File: config.mk
export PLATFORM = sky130hd
export DESIGN_NAME = mdio_mgmt_ctrl
export DESIGN_NICKNAME = d
export VERILOG_FILES = /design/src/rtl/mdio_pkg.sv /design/src/rtl/mdio_clk_gen.sv /design/src/rtl/mdio_frame_eng.sv /design/src/rtl/mdio_csr.sv /design/src/rtl/mdio_mgmt_ctrl.sv
export SDC_FILE = /design/constraint.sdc
export NUM_CORES = 1
export LEC_CHECK = 0
export CAP_MARGIN = 20
export CORE_ASPECT_RATIO = 0.5
export CORE_MARGIN = 2
export CORE_UTILIZATION = 40
export DETAILED_ROUTE_END_ITERATION = 10
export GPL_TIMING_DRIVEN = 0
export SYNTH_ARGS = -nofsm -noshare
export SYNTH_HDL_FRONTEND = slang
export SYNTH_SLANG_ARGS = --single-unit
File: constraint.sdc
create_clock -name clk -period 3.2 [get_ports clk]
set_input_delay 0.64 -clock clk [delete_from_list [all_inputs] [get_ports clk]]
set_output_delay 0.64 -clock clk [all_outputs]
set_load 0.03 [all_outputs]
File: src/rtl/mdio_pkg.sv
package mdio_pkg;
  // register word offsets
  localparam int REG_CTL = 0;
  localparam int REG_CMD = 1;
  localparam int REG_DAT = 2;
  localparam int REG_STS = 3;

  // control register fields
  localparam int CTL_SRST_BIT  = 0;
  localparam int CTL_NOPRE_BIT = 8;
  localparam int CTL_DIV_LSB   = 9;

  // command word fields
  localparam int CMD_RD_BIT  = 15;
  localparam int CMD_WR_BIT  = 14;
  localparam int CMD_PHY_LSB = 5;
  localparam int CMD_REG_LSB = 0;
  localparam int CMD_W       = 16;

  // frame geometry
  localparam int FLD_W      = 5;
  localparam int DATA_W     = 16;
  localparam int PRE_BITS   = 32;
  localparam int FRAME_BITS = 32;
  localparam int TA_POS     = 14;
  localparam int DATA_POS   = 16;

  localparam logic [1:0] SOF_PAT = 2'b01;
  localparam logic [1:0] OP_READ = 2'b10;
  localparam logic [1:0] OP_WRIT = 2'b01;
  localparam logic [1:0] TA_DRV  = 2'b10;
endpackage

File: src/rtl/mdio_clk_gen.sv
module mdio_clk_gen #(
  parameter int DIV_W = 8
) (
  input  logic           clk,
  input  logic           rst,
  input  logic           run,
  input  logic [DIV_W:0] div_val,
  output logic           mdc,
  output logic           rise_tick,
  output logic           fall_tick
);
  logic [DIV_W:0] cnt;
  logic [DIV_W:0] lo_len;

  assign lo_len    = div_val >> 1;
  assign rise_tick = run && (cnt == lo_len - 1'b1);
  assign fall_tick = run && (cnt == div_val - 1'b1);

  always_ff @(posedge clk) begin
    if (rst || !run) begin
      cnt <= '0;
      mdc <= 1'b0;
    end else begin
      cnt <= fall_tick ? '0 : cnt + 1'b1;
      if (rise_tick)      mdc <= 1'b1;
      else if (fall_tick) mdc <= 1'b0;
    end
  end

  AST_DIV_MIN: assert property (@(posedge clk) disable iff (rst)
    run |-> (div_val >= (DIV_W+1)'(2)));
  AST_MDC_RISES: assert property (@(posedge clk) disable iff (rst)
    (rise_tick && run) |=> mdc);
endmodule

File: src/rtl/mdio_frame_eng.sv
module mdio_frame_eng
  import mdio_pkg::*;
(
  input  logic              clk,
  input  logic              rst,
  input  logic              start,
  input  logic              start_rd,
  input  logic [FLD_W-1:0]  phy_addr,
  input  logic [FLD_W-1:0]  reg_addr,
  input  logic [DATA_W-1:0] wr_word,
  input  logic              no_pre,
  input  logic              rise_tick,
  input  logic              fall_tick,
  input  logic              mdio_i,
  output logic              busy,
  output logic              done,
  output logic              mdio_o,
  output logic              mdio_oe,
  output logic [DATA_W-1:0] rd_word
);
  localparam int TOT   = PRE_BITS + FRAME_BITS;
  localparam int CNT_W = $clog2(TOT);
  localparam int FW    = $clog2(FRAME_BITS);

  logic [CNT_W-1:0]      bit_cnt;
  logic [CNT_W-1:0]      nxt_cnt;
  logic [FRAME_BITS-1:0] word_q;
  logic                  rd_q;
  logic                  nxt_in_frame;
  logic [FW-1:0]         nxt_pos;
  logic                  cur_in_frame;
  logic [FW-1:0]         cur_pos;

  assign nxt_cnt      = bit_cnt + 1'b1;
  assign nxt_in_frame = nxt_cnt[CNT_W-1];
  assign nxt_pos      = nxt_cnt[FW-1:0];
  assign cur_in_frame = bit_cnt[CNT_W-1];
  assign cur_pos      = bit_cnt[FW-1:0];
  assign done         = busy && fall_tick && (bit_cnt == CNT_W'(TOT-1));

  always_ff @(posedge clk) begin
    if (rst) begin
      busy    <= 1'b0;
      bit_cnt <= '0;
      word_q  <= '0;
      rd_q    <= 1'b0;
      mdio_o  <= 1'b1;
      mdio_oe <= 1'b0;
      rd_word <= '0;
    end else if (start && !busy) begin
      busy    <= 1'b1;
      rd_q    <= start_rd;
      word_q  <= {SOF_PAT, (start_rd ? OP_READ : OP_WRIT), phy_addr, reg_addr, TA_DRV, wr_word};
      bit_cnt <= no_pre ? CNT_W'(PRE_BITS) : '0;
      mdio_o  <= no_pre ? SOF_PAT[1] : 1'b1;
      mdio_oe <= 1'b1;
    end else if (busy) begin
      if (rise_tick && rd_q && cur_in_frame && (cur_pos >= FW'(DATA_POS)))
        rd_word <= {rd_word[DATA_W-2:0], mdio_i};
      if (fall_tick) begin
        if (done) begin
          busy    <= 1'b0;
          mdio_o  <= 1'b1;
          mdio_oe <= 1'b0;
        end else begin
          bit_cnt <= nxt_cnt;
          mdio_o  <= nxt_in_frame ? word_q[FW'(FRAME_BITS-1) - nxt_pos] : 1'b1;
          mdio_oe <= !(rd_q && nxt_in_frame && (nxt_pos >= FW'(TA_POS)));
        end
      end
    end
  end

  AST_PRE_ONES: assert property (@(posedge clk) disable iff (rst)
    (busy && !cur_in_frame) |-> (mdio_o && mdio_oe));
  AST_START_ZERO: assert property (@(posedge clk) disable iff (rst)
    (busy && bit_cnt == CNT_W'(PRE_BITS)) |-> (!mdio_o && mdio_oe));
  AST_READ_RELEASE: assert property (@(posedge clk) disable iff (rst)
    (busy && rd_q && cur_in_frame && cur_pos >= FW'(TA_POS)) |-> !mdio_oe);
endmodule

File: src/rtl/mdio_csr.sv
module mdio_csr
  import mdio_pkg::*;
#(
  parameter int BUS_W       = 32,
  parameter int ADDR_W      = 2,
  parameter int DIV_W       = 8,
  parameter int DEF_DIV     = 40,
  parameter int SRST_CYCLES = 4
) (
  input  logic              clk,
  input  logic              rst,
  input  logic              bus_we,
  input  logic              bus_re,
  input  logic [ADDR_W-1:0] bus_addr,
  input  logic [BUS_W-1:0]  bus_wdata,
  output logic [BUS_W-1:0]  bus_rdata,
  input  logic              eng_busy,
  input  logic              eng_done,
  input  logic [DATA_W-1:0] eng_rdata,
  output logic              launch,
  output logic              launch_rd,
  output logic [FLD_W-1:0]  phy_addr,
  output logic [FLD_W-1:0]  reg_addr,
  output logic [DATA_W-1:0] wr_word,
  output logic              no_pre,
  output logic [DIV_W:0]    div_eff,
  output logic              srst_act
);
  localparam int SC_W = $clog2(SRST_CYCLES + 1);

  logic [DIV_W-1:0]  div_m1;
  logic [DATA_W-1:0] data_q;
  logic [CMD_W-1:0]  cmd_q;
  logic [SC_W-1:0]   srst_cnt;
  logic              wr_ctl, wr_cmd, wr_dat;
  logic [BUS_W-1:0]  ctl_word;
  logic [BUS_W-1:0]  rd_mux;

  assign wr_ctl   = bus_we && (bus_addr == ADDR_W'(REG_CTL));
  assign wr_cmd   = bus_we && (bus_addr == ADDR_W'(REG_CMD));
  assign wr_dat   = bus_we && (bus_addr == ADDR_W'(REG_DAT));
  assign srst_act = (srst_cnt != '0);

  assign launch    = wr_cmd && !eng_busy && !srst_act &&
                     (bus_wdata[CMD_RD_BIT] ^ bus_wdata[CMD_WR_BIT]);
  assign launch_rd = bus_wdata[CMD_RD_BIT];
  assign phy_addr  = bus_wdata[CMD_PHY_LSB +: FLD_W];
  assign reg_addr  = bus_wdata[CMD_REG_LSB +: FLD_W];
  assign wr_word   = data_q;
  assign div_eff   = (div_m1 == '0) ? (DIV_W+1)'(2) : ({1'b0, div_m1} + 1'b1);

  always_ff @(posedge clk) begin
    if (rst) begin
      div_m1   <= DIV_W'(DEF_DIV - 1);
      no_pre   <= 1'b0;
      data_q   <= '0;
      cmd_q    <= '0;
      srst_cnt <= '0;
    end else if (wr_ctl && bus_wdata[CTL_SRST_BIT]) begin
      div_m1   <= DIV_W'(DEF_DIV - 1);
      no_pre   <= 1'b0;
      data_q   <= '0;
      cmd_q    <= '0;
      srst_cnt <= SC_W'(SRST_CYCLES);
    end else begin
      if (srst_act) srst_cnt <= srst_cnt - 1'b1;
      if (wr_ctl && !srst_act) begin
        div_m1 <= bus_wdata[CTL_DIV_LSB +: DIV_W];
        no_pre <= bus_wdata[CTL_NOPRE_BIT];
      end
      if (launch) cmd_q <= bus_wdata[CMD_W-1:0];
      if (eng_done && !srst_act && cmd_q[CMD_RD_BIT]) data_q <= eng_rdata;
      else if (wr_dat && !eng_busy && !srst_act)     data_q <= bus_wdata[DATA_W-1:0];
    end
  end

  always_comb begin
    ctl_word = '0;
    ctl_word[CTL_DIV_LSB +: DIV_W] = div_m1;
    ctl_word[CTL_NOPRE_BIT]        = no_pre;
    ctl_word[CTL_SRST_BIT]         = srst_act;
    case (bus_addr)
      ADDR_W'(REG_CTL): rd_mux = ctl_word;
      ADDR_W'(REG_CMD): rd_mux = BUS_W'(cmd_q);
      ADDR_W'(REG_DAT): rd_mux = BUS_W'(data_q);
      default:          rd_mux = BUS_W'(eng_busy);
    endcase
  end

  always_ff @(posedge clk) begin
    if (rst)         bus_rdata <= '0;
    else if (bus_re) bus_rdata <= rd_mux;
  end

  AST_BUSY_IGNORE: assert property (@(posedge clk) disable iff (rst)
    (wr_cmd && eng_busy) |=> $stable(cmd_q));
  AST_LAUNCH_BUSY: assert property (@(posedge clk) disable iff (rst)
    launch |=> eng_busy);
endmodule

File: src/rtl/mdio_mgmt_ctrl.sv
module mdio_mgmt_ctrl
  import mdio_pkg::*;
#(
  parameter int BUS_W       = 32,
  parameter int ADDR_W      = 2,
  parameter int DIV_W       = 8,
  parameter int DEF_DIV     = 40,
  parameter int SRST_CYCLES = 4
) (
  input  logic              clk,
  input  logic              rst,
  input  logic              bus_we,
  input  logic              bus_re,
  input  logic [ADDR_W-1:0] bus_addr,
  input  logic [BUS_W-1:0]  bus_wdata,
  output logic [BUS_W-1:0]  bus_rdata,
  output logic              mdc,
  output logic              mdio_o,
  output logic              mdio_oe,
  input  logic              mdio_i
);
  logic              launch, launch_rd, no_pre, srst_act;
  logic [FLD_W-1:0]  phy_addr, reg_addr;
  logic [DATA_W-1:0] wr_word, rd_word;
  logic [DIV_W:0]    div_eff;
  logic              busy, done, rise_tick, fall_tick;
  logic              core_rst;

  assign core_rst = rst || srst_act;

  mdio_csr #(
    .BUS_W(BUS_W), .ADDR_W(ADDR_W), .DIV_W(DIV_W),
    .DEF_DIV(DEF_DIV), .SRST_CYCLES(SRST_CYCLES)
  ) u_csr (
    .clk(clk), .rst(rst),
    .bus_we(bus_we), .bus_re(bus_re), .bus_addr(bus_addr),
    .bus_wdata(bus_wdata), .bus_rdata(bus_rdata),
    .eng_busy(busy), .eng_done(done), .eng_rdata(rd_word),
    .launch(launch), .launch_rd(launch_rd),
    .phy_addr(phy_addr), .reg_addr(reg_addr), .wr_word(wr_word),
    .no_pre(no_pre), .div_eff(div_eff), .srst_act(srst_act)
  );

  mdio_clk_gen #(.DIV_W(DIV_W)) u_clk (
    .clk(clk), .rst(core_rst), .run(busy), .div_val(div_eff),
    .mdc(mdc), .rise_tick(rise_tick), .fall_tick(fall_tick)
  );

  mdio_frame_eng u_eng (
    .clk(clk), .rst(core_rst),
    .start(launch), .start_rd(launch_rd),
    .phy_addr(phy_addr), .reg_addr(reg_addr), .wr_word(wr_word),
    .no_pre(no_pre), .rise_tick(rise_tick), .fall_tick(fall_tick),
    .mdio_i(mdio_i), .busy(busy), .done(done),
    .mdio_o(mdio_o), .mdio_oe(mdio_oe), .rd_word(rd_word)
  );

  AST_MDC_IDLE_LOW: assert property (@(posedge clk) disable iff (rst)
    !busy |-> !mdc);
  AST_SRST_QUIET: assert property (@(posedge clk) disable iff (rst)
    srst_act |=> !busy);
  AST_IDLE_RELEASE: assert property (@(posedge clk) disable iff (rst)
    !busy |-> !mdio_oe);
endmodule

======== Word level (Yosys, flattened, before mapping) ========
Cells that the tools add are included.
cells by class
  mux-type cells .......................... 30
  div/mod/pow operators ................... 0
  $lt $le $gt $ge ......................... 3
  shift operators ......................... 0
  multipliers ............................. 0
  equality and inequality tests ........... 6
  add/sub/neg operators ................... 7
  bitwise gates (word level) .............. 2
  reduce and logical (&&, ||, !) cells .... 40
operator list
  kind                                                                   count
  17-bit one-hot mux with 3 select lines                                 1
  16-bit two-way mux                                                     2
  6-bit two-way mux                                                      5
  1-bit logical AND                                                      22
  9-bit == test                                                          2
  1-bit two-way mux                                                      17
  2-bit nonzero test                                                     5
  8-bit by 1-bit adder with 9-bit output, second input constant          1
  9-bit by 1-bit adder with 9-bit output, second input constant          1
  9-bit two-way mux                                                      1
  8-bit by 1-bit subtractor with 9-bit output, second input constant     1
  9-bit by 1-bit subtractor with 9-bit output, second input constant     1
  8-bit logical NOT                                                      1
  6-bit by 1-bit adder with 6-bit output, second input constant          1
  6-bit == test, second input constant                                   1
  5-bit by 6-bit < comparator with 1-bit output, second input constant   1
  3-bit two-way mux                                                      2
  3-bit AND reduction                                                    2
  1-bit binary-select mux with 5-bit select                              1
  5-bit by 4-bit >= comparator with 1-bit output, second input constant  1
  5-bit >= comparator, second input constant                             1
  5-bit subtractor, first input constant                                 1
  2-bit OR reduction                                                     2
  1-bit logical NOT                                                      3
  11 further kinds                                                       12
word-level totals
  memory bits (writable) .................. 0
  bits of input ports ..................... 39
  logic and storage cells ................. 104
  latch bits .............................. 0
  register bits after elaboration ......... 142
  memories ................................ 0
  ROM bits ................................ 0
  output and inout port bits .............. 35

======== Longest topological paths before layout ========
  depth in word-level cells ............... 11
  gate-level depth with buffers ........... 17
  depth with buffers taken out ............ 14

======== Cells and area by module ========
A second synthesis with hierarchy kept.
second synthesis, totals
  cell total of the unflattened synthesis .. 821
  area total of the unflattened synthesis .. 6810.3 um^2
modules (own cells, without submodules)
  module          cells an instance  area each (um^2)  sequential area each (um^2)  times used
  mdio_csr        388                3283.1            1221.2                       1
  mdio_frame_eng  300                2461.1            1081.0                       1
  mdio_clk_gen    132                1059.8            200.2                        1
  mdio_mgmt_ctrl  1                  6.3               0.0                          1

======== Worst setup path before layout ========
No wires, ideal clock.
  path kind ............................... reg-to-reg
  start point ............................. reg u_csr.div_m1[0]
  end point ............................... reg u_eng.rd_word[10]
  period minus slack after synthesis ...... 3249 ps
  slack ................................... -49 ps
  library setup time ...................... 128 ps
  required time ........................... 3072 ps
  arrival ................................. 3121 ps
  cell stages (with the launch flop) ...... 17
  buffers on the path ..................... 3
  cell sequence ........................... dfxtp_1 > buf_2 > inv_1 > ha_1 > nor4b_4 > a21oi_1 > ha_1 > nand2_1 > mux2_2 > a211oi_2 > mux4_2 > a22o_1 > nor4b_2 > buf_4 > buf_6 > mux2i_1 > nor2_1
on the way
  word-level cells in the longest chain between the ends .. 9
  elaborated cells between the ends (all ways) .. 10
  those cells by class .................... add/sub: 2; eq/ne: 1; mux: 1; reduce/logical: 6
ends and longest elaborated chain
  what                                                                                line                  source
  start: declaration                                                                  mdio_csr.sv:31        logic [DIV_W-1:0] div_m1;
  start signal: assignment                                                            mdio_csr.sv:54        div_m1 <= DIV_W'(DEF_DIV - 1);
  start signal: assignment                                                            mdio_csr.sv:60        div_m1 <= DIV_W'(DEF_DIV - 1);
  start signal: assignment                                                            mdio_csr.sv:68        div_m1 <= bus_wdata[CTL_DIV_LSB +: DIV_W];
  8-bit by 1-bit adder with 9-bit output / 8-bit logical NOT (equally long branches)  mdio_csr.sv:50        assign div_eff = (div_m1 == '0) ? (DIV_W+1)'(2) : ({1'b0, div_m1} + 1'b1);
  9-bit two-way mux (*)                                                               mdio_csr.sv:50
  8-bit by 1-bit subtractor with 9-bit output (*)                                     mdio_clk_gen.sv:16    assign rise_tick = run && (cnt == lo_len - 1'b1);
  9-bit == test (*)                                                                   mdio_clk_gen.sv:16
  1-bit logical AND (*)                                                               mdio_clk_gen.sv:16
  1-bit logical AND (*) (3 in series)                                                 mdio_frame_eng.sv:58  if (rise_tick && rd_q && cur_in_frame && (cur_pos >= FW'(DATA_POS)))
  3-bit AND reduction (no source line) (*)                                            n/a
  end signal: assignment                                                              mdio_frame_eng.sv:59  rd_word <= {rd_word[DATA_W-2:0], mdio_i};
  end: declaration                                                                    mdio_frame_eng.sv:19  output logic [DATA_W-1:0] rd_word
Mark *: on every way between the ends. The rest lies on a longest branch, timed or not.
A chain may end at the register's enable or synchronous reset.

======== Worst setup path in the final report ========
  start point ............................. reg u_csr.div_m1[0]
  end point ............................... reg u_eng.rd_word[3]
The elaborated chain is that of the path after synthesis.

==> impl_results.md <==
- Simple-Gate Fraction of Synth Area: between 15 and 20%
- Synth Area in Adders: under 10%
- Final ANT Viol Nets: 0
- WP data arrival: about 3500 ps
- Peak fanout along the critical path: 8
- Warnings from Yosys: 0
- Post-DR vias/cell: 5.35
- Filler cells: ~1500
- Mux share of post-synthesis cell area: between 10% and 20%
- Hold Path Class: flop to flop
- Dpl hpwl: around 13 mm
- Seq cells post-synth: roughly 130
- IO Count: 74
- Num rows: 32
- Overflow after GRT: 0
- Antenna cell count: 0
- Asr flop ratio synth: 0%
- Area contributors post-synth: dfxtp_1, mux2i_1, nand2_1
- Part of the cycle the worst path needs: 102%
- P per Cell Area: between 500 and 600 nW/um2
- First-pass GRT wire length: between 20 and 30 mm
- Post-synthesis cell area: about 6400 um2
- Outcome: finished, violations left
- Most frequent cells in the layout: dfxtp_1, nand2_1, nor2_1
- Area post-placement: 7110 um2
- CTS Buf Count: 17
- Core Box Area: approximately 15000 um2
- Area Growth Syn to Fin: 24.0%
- Synth area leader: dfxtp_1
- Tmin final: roughly 3300 ps
- Initial antenna violation count: 0
- Die area: 17000 um2
- Multi-input gate area: about 3600 um2
- Share of the synthesized area in the top cell type: between 30% and 40%
- Commonest non-fill, non-tap cell in the layout: dfxtp_1
- Number of flops mapped to enable cells by yosys: 0
- Root buffer cell: clkbuf_16
- Final std cells w/o fill: 1003
- F_max: 308 MHz
- Setup violations, final: 11
- Clk pin slew, worst setup/hold paths: ~60 ps
- Initial Util: about two fifths
- Residual DRC: 0
- Cells after DPL: just under 1000
- First-pass detailed-route iteration total: 5
- Die span in y: 93.2 um
- Syn Area/Cell: slightly above 9 um2
- Design area: ~7900 um2
- Share of layout cells above drive strength 1: about 16%
- Post-synth top flop: dfxtp_1
- Synth Area in XOR/XNOR: about 6.7%
- Slew Limit Fails: 0
- Pleak: around 2.8 nW
- Net count, final: 833
- Max-slew headroom: a little under half
- Vias in the first global route: roughly 5000
- Routability cong.: roughly 0.84
- Input/output buffers: 42
- CTS max path bufs: 2
- Synth Area in Compound Gates: between 15 and 20%
- WS Path Type: flop to flop
- Max-cap violations: 0
- Final Util: between 50% and 60%
- Slew at the pin closest to its max-slew limit: approximately 790 ps
- Max IR drop VDD: 0.000343 V
- Crit path required time: 3490 ps
- Final Hold Fails: 0
- Routed WL per cell: 16.8 um
- Final WL: about 17 mm
- Worst skew pair latency: ~420 ps
- Hold_ws: approximately 460 ps
- Gr usage total: 20.6%
- Detailed Route Iter0 Violations: 339
- Post-synthesis sequential area ratio: around two fifths
- RSZ-0062 raised after global routing: true
- Worst setup margin: -51.0 ps
- Total clock sinks: approximately 130
- Via count: approximately 5400
- Worst Skew: around 15 ps
- CTS tree: yes
- Largest family of logic cells by synthesized area: simple AND/OR/NAND/NOR gates
- Pin count of the biggest net entering global routing: 17
- DIE WIDTH: between 150 and 200 um
- Htree depth: 4
- Worst Setup Start Kind: flop
- FF/Latch Area: about 2500 um2
- Netlist cell types: between 60 and 70
- Critical Path End Type: flop
- Failing checks: negative setup slack
- Cell count after synthesis: 702
==> final timing paths <==
path | startpoint | endpoint | slack [ps] | cells after the start
setup / recovery | u_csr.div_m1[0] | u_eng.rd_word[3] | -50 | 17
hold / removal | u_csr.cmd_q[13] | u_csr.cmd_q[13] | 460 | 2
setup reg to reg | u_csr.div_m1[0] | u_eng.rd_word[3] | -50 | 17
hold reg to reg | u_csr.cmd_q[13] | u_csr.cmd_q[13] | 460 | 2
==> final cells by class <==
cell class,instances,share of cell area (%)
Buffer,63,4.68
Clock buffer,19,5.74
Clock inverter,13,1.65
Inverter,10,0.507
Multi-Input combinational cell,518,46.0
Sequential cell,125,31.7
Tap cell,204,3.23
Timing Repair Buffer,51,6.44
==> layer usage <==
metal	track usage, %	wire (um)	vias to the layer above
met3	4.05	685	19
met4	5.51	214	0
met5	0	0	-
met1	28.6	8460	2589
li1	-	-	2638
met2	32.7	7500	121
==> through the flow <==
| stage | worst slack (ps) | setup TNS [ps] | total power, mW |
|---|---|---|---|
| after floorplan | 0.00955 | 0 | 2.32 |
| after global placement | -442 | -14370 | 2.56 |
| after detailed placement | -466 | -15990 | 2.58 |
| after CTS | -39.0 | -338 | 4.51 |
| after global routing | -190 | -2080 | 4.67 |
| final | -51.0 | -464 | 4.49 |
==> worst max-delay path, stage by stage (launching register included) <==
cell and delay (ps):
dfxtp_2 320, buf_6 120, inv_4 50, ha_4 110
nor4b_4 260, and2_4 200, or2_4 120, ha_4 150
nand2b_1 60, mux2_4 290, a211oi_4 200, mux4_2 350
a22o_4 260, nor4b_4 130, buf_6 170, buf_12 140
mux2i_1 140, nor2_1 50
==> state kept, by name, summed over array words and instances (netlist names), 3 cells and up <==
register         count
u_eng.rd_word       16
u_csr.wr_word       16
u_clk.cnt            9
u_eng.word_q        29
u_csr.div_m1         8
u_eng.bit_cnt        6
u_csr.srst_cnt       3
u_csr.bus_rdata     17
u_csr.cmd_q         16
==> cells in the mapped netlist, types with 8 or more instances <==
library cell  instances
a211oi_1             19
a21oi_1              39
a22o_1               27
a22oi_1               8
buf_4                18
clkbuf_1             33
dfxtp_1             125
ha_1                  8
inv_1                10
mux2_2               18
mux2i_1              44
mux4_2                9
nand2_1              98
nand2b_1              9
nand3_1              25
nor2_1               74
o21ai_0              11
xnor2_1              24
xor2_1               13
==> repair_timing <==
| item | 4_1_cts | 5_1_grt |
|---|---|---|
| setup endpoints to repair | 36 | 50 |
| cloned | 1 | 0 |
| hold buffers | 0 | 0 |
| pin swaps | 4 | 1 |
| buffers inserted | 7 | 1 |
| resized for setup | 18 | 7 |
==> cells by family (layout without fill, tap and decap cells) <==
kind of cell / after synthesis / count (layout)
mux: 71 / 71
other cells: 1 / 15
simple gates: 243 / 243
compound gates: 140 / 140
buf+inv: 73 / 156
flops: 125 / 125
fa+ha+maj: 8 / 8
xor+xnor: 41 / 41
==> report_power, final <==
part           leakage (nW)  total [mW]  internal (mW)  switching, mW
logic                  1.50       0.933          0.368          0.565
clock network         0.279        1.89           1.13          0.763
registers              1.01        1.67           1.62         0.0484
No activity file was read; power rests on OpenSTA's default activity.
